===== config.mk =====
export PLATFORM = sky130hd
export DESIGN_NAME = readout_token_node
export DESIGN_NICKNAME = d
export VERILOG_FILES = /design/src/rtl/token_node_pkg.sv /design/src/rtl/count_clamp.sv /design/src/rtl/word_mux.sv /design/src/rtl/token_fsm.sv /design/src/rtl/word_driver.sv /design/src/rtl/readout_token_node.sv
export SDC_FILE = /design/constraint.sdc
export NUM_CORES = 1
export LEC_CHECK = 0
export CAP_MARGIN = 5
export CORE_ASPECT_RATIO = 0.5
export CORE_MARGIN = 3
export CORE_UTILIZATION = 35
export DETAILED_ROUTE_END_ITERATION = 8
export HOLD_SLACK_MARGIN = 0.02
export PLACE_DENSITY = 0.77
export SYNTH_ARGS = -nofsm -noshare
export SYNTH_HDL_FRONTEND = slang
export SYNTH_HIERARCHICAL = 1
export SYNTH_SLANG_ARGS = --single-unit

===== constraint.sdc =====
create_clock -name clk -period 1.4 [get_ports clk]
set_input_delay 0.28 -clock clk [delete_from_list [all_inputs] [get_ports clk]]
set_output_delay 0.28 -clock clk [all_outputs]
set_load 0.01 [all_outputs]

===== src/rtl/token_node_pkg.sv =====
package token_node_pkg;

    typedef enum logic [1:0] {
        ST_IDLE   = 2'd0,
        ST_SEND   = 2'd1,
        ST_PASSED = 2'd2
    } node_state_e;

endpackage


===== src/rtl/count_clamp.sv =====
module count_clamp #(
    parameter int MAX_WORDS = 4,
    parameter int CNT_W     = 3
) (
    input  logic [CNT_W-1:0] raw_count,
    output logic [CNT_W-1:0] eff_count
);

    localparam logic [CNT_W-1:0] LIMIT = CNT_W'(MAX_WORDS);

    always_comb begin
        if (raw_count > LIMIT) begin
            eff_count = LIMIT;
        end else begin
            eff_count = raw_count;
        end
    end

endmodule


===== src/rtl/word_mux.sv =====
module word_mux #(
    parameter int MAX_WORDS = 4,
    parameter int WORD_W    = 16,
    parameter int IDX_W     = 2
) (
    input  logic [MAX_WORDS*WORD_W-1:0] word_buf,
    input  logic [IDX_W-1:0]            sel_idx,
    output logic [WORD_W-1:0]           sel_word
);

    logic [WORD_W-1:0] slots [MAX_WORDS];

    for (genvar g = 0; g < MAX_WORDS; g++) begin : g_slot
        assign slots[g] = word_buf[g*WORD_W +: WORD_W];
    end

    always_comb begin
        sel_word = '0;
        for (int k = 0; k < MAX_WORDS; k++) begin
            if (sel_idx == IDX_W'(k)) begin
                sel_word = slots[k];
            end
        end
    end

endmodule


===== src/rtl/token_fsm.sv =====
module token_fsm
    import token_node_pkg::*;
#(
    parameter int CNT_W = 3,
    parameter int IDX_W = 2
) (
    input  logic             clk,
    input  logic             rst_n,
    input  logic             tick_en,
    input  logic             chain_in,
    input  logic [CNT_W-1:0] eff_count,
    output logic [IDX_W-1:0] sel_idx,
    output logic             load_word,
    output logic             end_drive,
    output logic             pass_q
);

    node_state_e state, nxt;
    logic [CNT_W-1:0] idx_ext;
    logic [CNT_W-1:0] idx_next;
    logic             at_last;
    logic             next_is_last;

    assign idx_ext      = CNT_W'(sel_idx);
    assign idx_next     = idx_ext + CNT_W'(1);
    assign at_last      = (idx_next == eff_count);
    assign next_is_last = (idx_next == eff_count - CNT_W'(1));

    // next-state logic
    always_comb begin
        nxt = state;
        unique case (state)
            ST_IDLE: begin
                if (eff_count == '0) nxt = ST_PASSED;
                else                 nxt = ST_SEND;
            end
            ST_SEND: begin
                if (at_last) nxt = ST_PASSED;
            end
            ST_PASSED: nxt = ST_PASSED;
            default:   nxt = ST_IDLE;
        endcase
    end

    // state register
    always_ff @(posedge clk) begin
        if (!rst_n || !chain_in) begin
            state <= ST_IDLE;
        end else if (tick_en) begin
            state <= nxt;
        end
    end

    // output / index registers
    always_ff @(posedge clk) begin
        if (!rst_n || !chain_in) begin
            sel_idx <= '0;
            pass_q  <= 1'b0;
        end else if (tick_en) begin
            unique case (state)
                ST_IDLE: begin
                    sel_idx <= '0;
                    pass_q  <= (eff_count <= CNT_W'(1));
                end
                ST_SEND: begin
                    if (!at_last) begin
                        sel_idx <= IDX_W'(idx_next);
                        if (next_is_last) pass_q <= 1'b1;
                    end
                end
                ST_PASSED: pass_q <= 1'b1;
                default:   pass_q <= 1'b0;
            endcase
        end
    end

    assign load_word = tick_en && chain_in && (state == ST_SEND);
    assign end_drive = !chain_in || (tick_en && (state == ST_PASSED));

    AST_PASSED_HOLDS_TOKEN: assert property (@(posedge clk) disable iff (!rst_n)
        (state == ST_PASSED) |-> pass_q);
    AST_IDX_IN_RANGE: assert property (@(posedge clk) disable iff (!rst_n)
        (state == ST_SEND) |-> (idx_ext < eff_count));
    AST_IDLE_ON_DROP: assert property (@(posedge clk) disable iff (!rst_n)
        !chain_in |=> (state == ST_IDLE && !pass_q));

endmodule


===== src/rtl/word_driver.sv =====
module word_driver #(
    parameter int WORD_W = 16
) (
    input  logic              clk,
    input  logic              rst_n,
    input  logic              load_word,
    input  logic              end_drive,
    input  logic [WORD_W-1:0] sel_word,
    output logic [WORD_W-1:0] bus_word,
    output logic              bus_drive
);

    always_ff @(posedge clk) begin
        if (!rst_n || end_drive) begin
            bus_word  <= '0;
            bus_drive <= 1'b0;
        end else if (load_word) begin
            bus_word  <= sel_word;
            bus_drive <= 1'b1;
        end
    end

    AST_BUS_QUIET: assert property (@(posedge clk) disable iff (!rst_n)
        !bus_drive |-> (bus_word == '0));

endmodule


===== src/rtl/readout_token_node.sv =====
module readout_token_node #(
    parameter int MAX_WORDS = 4,
    parameter int WORD_W    = 16,
    parameter int CNT_W     = $clog2(MAX_WORDS + 1)
) (
    input  logic                        clk,
    input  logic                        rst_n,
    input  logic                        tick_en,
    input  logic                        chain_in,
    input  logic [CNT_W-1:0]            word_count,
    input  logic [MAX_WORDS*WORD_W-1:0] word_buf,
    output logic [WORD_W-1:0]           bus_word,
    output logic                        bus_drive,
    output logic                        chain_out
);

    localparam int IDX_W = (MAX_WORDS > 1) ? $clog2(MAX_WORDS) : 1;

    logic [CNT_W-1:0]  eff_count;
    logic [IDX_W-1:0]  sel_idx;
    logic [WORD_W-1:0] sel_word;
    logic              load_word;
    logic              end_drive;
    logic              pass_q;

    count_clamp #(.MAX_WORDS(MAX_WORDS), .CNT_W(CNT_W)) u_clamp (
        .raw_count (word_count),
        .eff_count (eff_count)
    );

    token_fsm #(.CNT_W(CNT_W), .IDX_W(IDX_W)) u_fsm (
        .clk       (clk),
        .rst_n     (rst_n),
        .tick_en   (tick_en),
        .chain_in  (chain_in),
        .eff_count (eff_count),
        .sel_idx   (sel_idx),
        .load_word (load_word),
        .end_drive (end_drive),
        .pass_q    (pass_q)
    );

    word_mux #(.MAX_WORDS(MAX_WORDS), .WORD_W(WORD_W), .IDX_W(IDX_W)) u_mux (
        .word_buf (word_buf),
        .sel_idx  (sel_idx),
        .sel_word (sel_word)
    );

    word_driver #(.WORD_W(WORD_W)) u_drv (
        .clk       (clk),
        .rst_n     (rst_n),
        .load_word (load_word),
        .end_drive (end_drive),
        .sel_word  (sel_word),
        .bus_word  (bus_word),
        .bus_drive (bus_drive)
    );

    // token release follows the incoming enable down without a clock
    assign chain_out = pass_q && chain_in;

    AST_DRIVE_ON_TICK: assert property (@(posedge clk) disable iff (!rst_n)
        $rose(bus_drive) |-> $past(tick_en));
    AST_STABLE_BETWEEN_TICKS: assert property (@(posedge clk) disable iff (!rst_n)
        (!tick_en && chain_in) |=> ($stable(bus_word) && $stable(bus_drive)));

endmodule


==> impl_metrics.yaml, run 1 <==
run_status:
  outcome: "complete, but fails checks"
  violations: "setup timing"
synth:
  synthCells: 138
  synth_fp_nets: 217
  ys_top_cells_by_area: "dfxtp_1 28%, mux4_2 14%, mux2i_1 13%"
  syn_area_um2: 1560
  yosys_warnings: 6
  yosysTopAreaCell: "dfxtp_1"
  synth-seq-cells: 22
  syn_area_per_cell_um2: 11.3
  synth_top_area_share_pct: 28.3
  ys_types: 30
  yosysSeqAreaShare_pct: 28.3
timing:
  finalSetupViolCount: 3
  max_freq_mhz: 707
  drv_slew: 0
  fin_ws_ns: -0.0142
  period_share_pct: 101
  hold_viol: 0
  rsz0062_at_grt: "yes"
  tightest_slew_ns: 0.254
  skew_ns: 0.00585
  maxSlewHeadroom_pct: 83.0
  fin_hold_ws_ns: 0.479
  min_period_ns: 1.41
route:
  via_per_inst: 4.80
  routedWlPerCell_um: 16.0
  vias: 1393
  drc_errors: 0
  drt-initial-drc-count: 35
  routed_wl_um: 4640
  first_pass_iters: 4
  postRouteAntennaNets: 0
grt:
  track_usage_pct: 17.5
  grt_pass1_wl_um: 7040
  grt_max_degree: 19
  grt_overflow: 0
  antenna_found_initial: 0
  grt_pass1_vias: 1445
place:
  place_inst: 282
  placed_area_um2: 2550
  hpwlAfterDp_um: 3520
  gp_congestion: 0.763
  numPortBuffers: 88
clock_network:
  clk_latency_ns: 0.26
  cts_hold_buf: 0
  clk_pin_slew_ns: 0.08
  clockBufferDepth: 2
  cts_buffers: 3
  clock-root-buffer: "clkbuf_8"
  cts.sinks: 22
  htreeDepth: 1
  cts_tree: "yes"
floorplan:
  rows: 16
  die_h_um: 53.2
  initial_core_util_pct: 38.1
  coreArea_um2: 4080
  ioPinCount: 89
  die_area_um2: 5340
  dieWidth_um: 100
worst_setup_path:
  arrival_ns: 1.58
  required_ns: 1.56
  crit_type: "flip-flop to flip-flop"
  start_kind: "flip-flop"
  crit_path_end_kind: "flip-flop"
  cp_max_fo: 10
layout:
  nNetsFinal: 316
  post-route-util_pct: 66.5
  drive_above_1_share_pct: 22.9
  area_delta_synth_final_pct: 74.2
  diodes: 0
  final_area_um2: 2710
  final_cells: 290
power_and_ir_drop:
  power_w: 0.00151
  ir_drop_mv: 0.346
  power_leakage_nw: 1.06
  power.density_nw_per_um2: 556
worst_hold_path:
  hold_class: "flip-flop to flip-flop"
flow_run:
  cap_violations: 0
[metrics by stage]
step                      setup WS, ns  setup TNS (ns)
after floorplan                -0.0143          -0.142
after CTS                      -0.0407          -0.172
after global placement          -0.505           -6.17
final                          -0.0142         -0.0248
after global routing           -0.0620          -0.683
after detailed placement        -0.577           -6.55
[kinds of logic (layout without fill, tap and decap cells)]
| family | count (synthesis) | in the layout | share of synthesized area, % |
|---|---|---|---|
| buf+inv | 18 | 116 | 8.11 |
| flops | 22 | 22 | 28.3 |
| compound gates | 9 | 9 | 3.94 |
| simple gates | 39 | 39 | 11.9 |
| xor+xnor | 5 | 5 | 3.29 |
| mux | 37 | 37 | 38.1 |
| fa+ha+maj | 8 | 8 | 6.43 |
[flip-flops by register name, summed over array words and instances (netlist names)]
register,cells
u_fsm/state,2
u_fsm/sel_idx,2
u_drv/bus_word,16
u_drv/bus_drive,1
u_fsm/pass_q,1
[critical path, cell delays in order, from the launching register on]
cell	delay, ns
dfxtp_4	0.41
buf_12	0.16
mux4_2	0.51
mux2i_1	0.17
nor2_1	0.06
[synthesized netlist by cell type (all sizes together)]
cell type and number:
nand2b 1, dfxtp 22, and3 1, or3 2
o22ai 1, mux4 16, o21bai 1, xnor2 1
nand2 7, mux2i 21, nand3 3, clkbuf 1
buf 9, and2 3, inv 8, a2111o 1
o21ai 4, ha 8, nor2 19, nor2b 2
a31oi 2, nor3 1, xor2 4
[path summary, 6_finish.rpt]
kind | start | end | slack, ns | cells past startpoint
max | u_fsm/sel_idx[0] | u_drv/bus_word[4] | -0.01 | 4
min | u_drv/bus_drive | u_drv/bus_drive | 0.48 | 2
max reg2reg | u_fsm/sel_idx[0] | u_drv/bus_word[4] | -0.01 | 4
min reg2reg | u_drv/bus_drive | u_drv/bus_drive | 0.48 | 2
[repair_timing]
action | 4_1_cts | 5_1_grt
setup buffers | 2 | 0
cloned | 1 | 1
pin swaps | 7 | 8
gates resized for setup | 44 | 10
endpoints found under the setup margin | 30 | 22
[cell usage in the layout, fill, tap and decap left out, types with 2 or more instances in the layout]
cell type	synthesis	final
buf_12	2	3
a31oi_1	2	2
dlygate4sd2_1	0	18
buf_6	3	3
inv_1	8	6
xor2_1	3	2
mux4_2	10	16
mux2i_1	21	21
clkdlybuf4s50_1	0	67
xor2_2	1	2
nor2_1	19	19
nand2_1	7	7
nand3_1	3	3
o21ai_1	2	3
clkbuf_8	0	4
dfxtp_1	22	20
ha_4	0	3
buf_4	0	8
or3_1	2	2
and2_1	3	3
ha_1	8	5
nor2b_4	0	2
[power breakdown]
part / total [W] / internal [W] / switching [W]
Clock: 0.000455 / 0.000251 / 0.000204
Sequential: 0.000635 / 0.000630 / 0.00000541
Combinational: 0.000418 / 0.000292 / 0.000125
Total: 0.00151 / 0.00117 / 0.000334
[layer usage]
| layer | GRT usage (%) | vias to the layer above | routed length (µm) |
|---|---|---|---|
| met1 | 19.4 | 681 | 1790 |
| met4 | 4.70 | 0 | 13 |
| met2 | 34.8 | 23 | 2700 |
| met5 | 0 | - | 0 |
| li1 | - | 687 | - |
| met3 | 3.16 | 2 | 136 |
[layout make-up]
cell class / instances / area (µm²)
clock buffer: 4 / 55.1
fill: 331 / 1370
inverter: 8 / 32.5
multi-input combinational: 98 / 1060
sequential: 22 / 445
tap: 54 / 67.6
timing repair buffer: 104 / 1050
Note: power is estimated with default switching activity, not from simulation.
==> run 2: changes to the inputs <==
- SLEW_MARGIN: unset -> 20
==> results of run 2 <==
No change in the layout: final DEF, timing and power equal those of run 1.
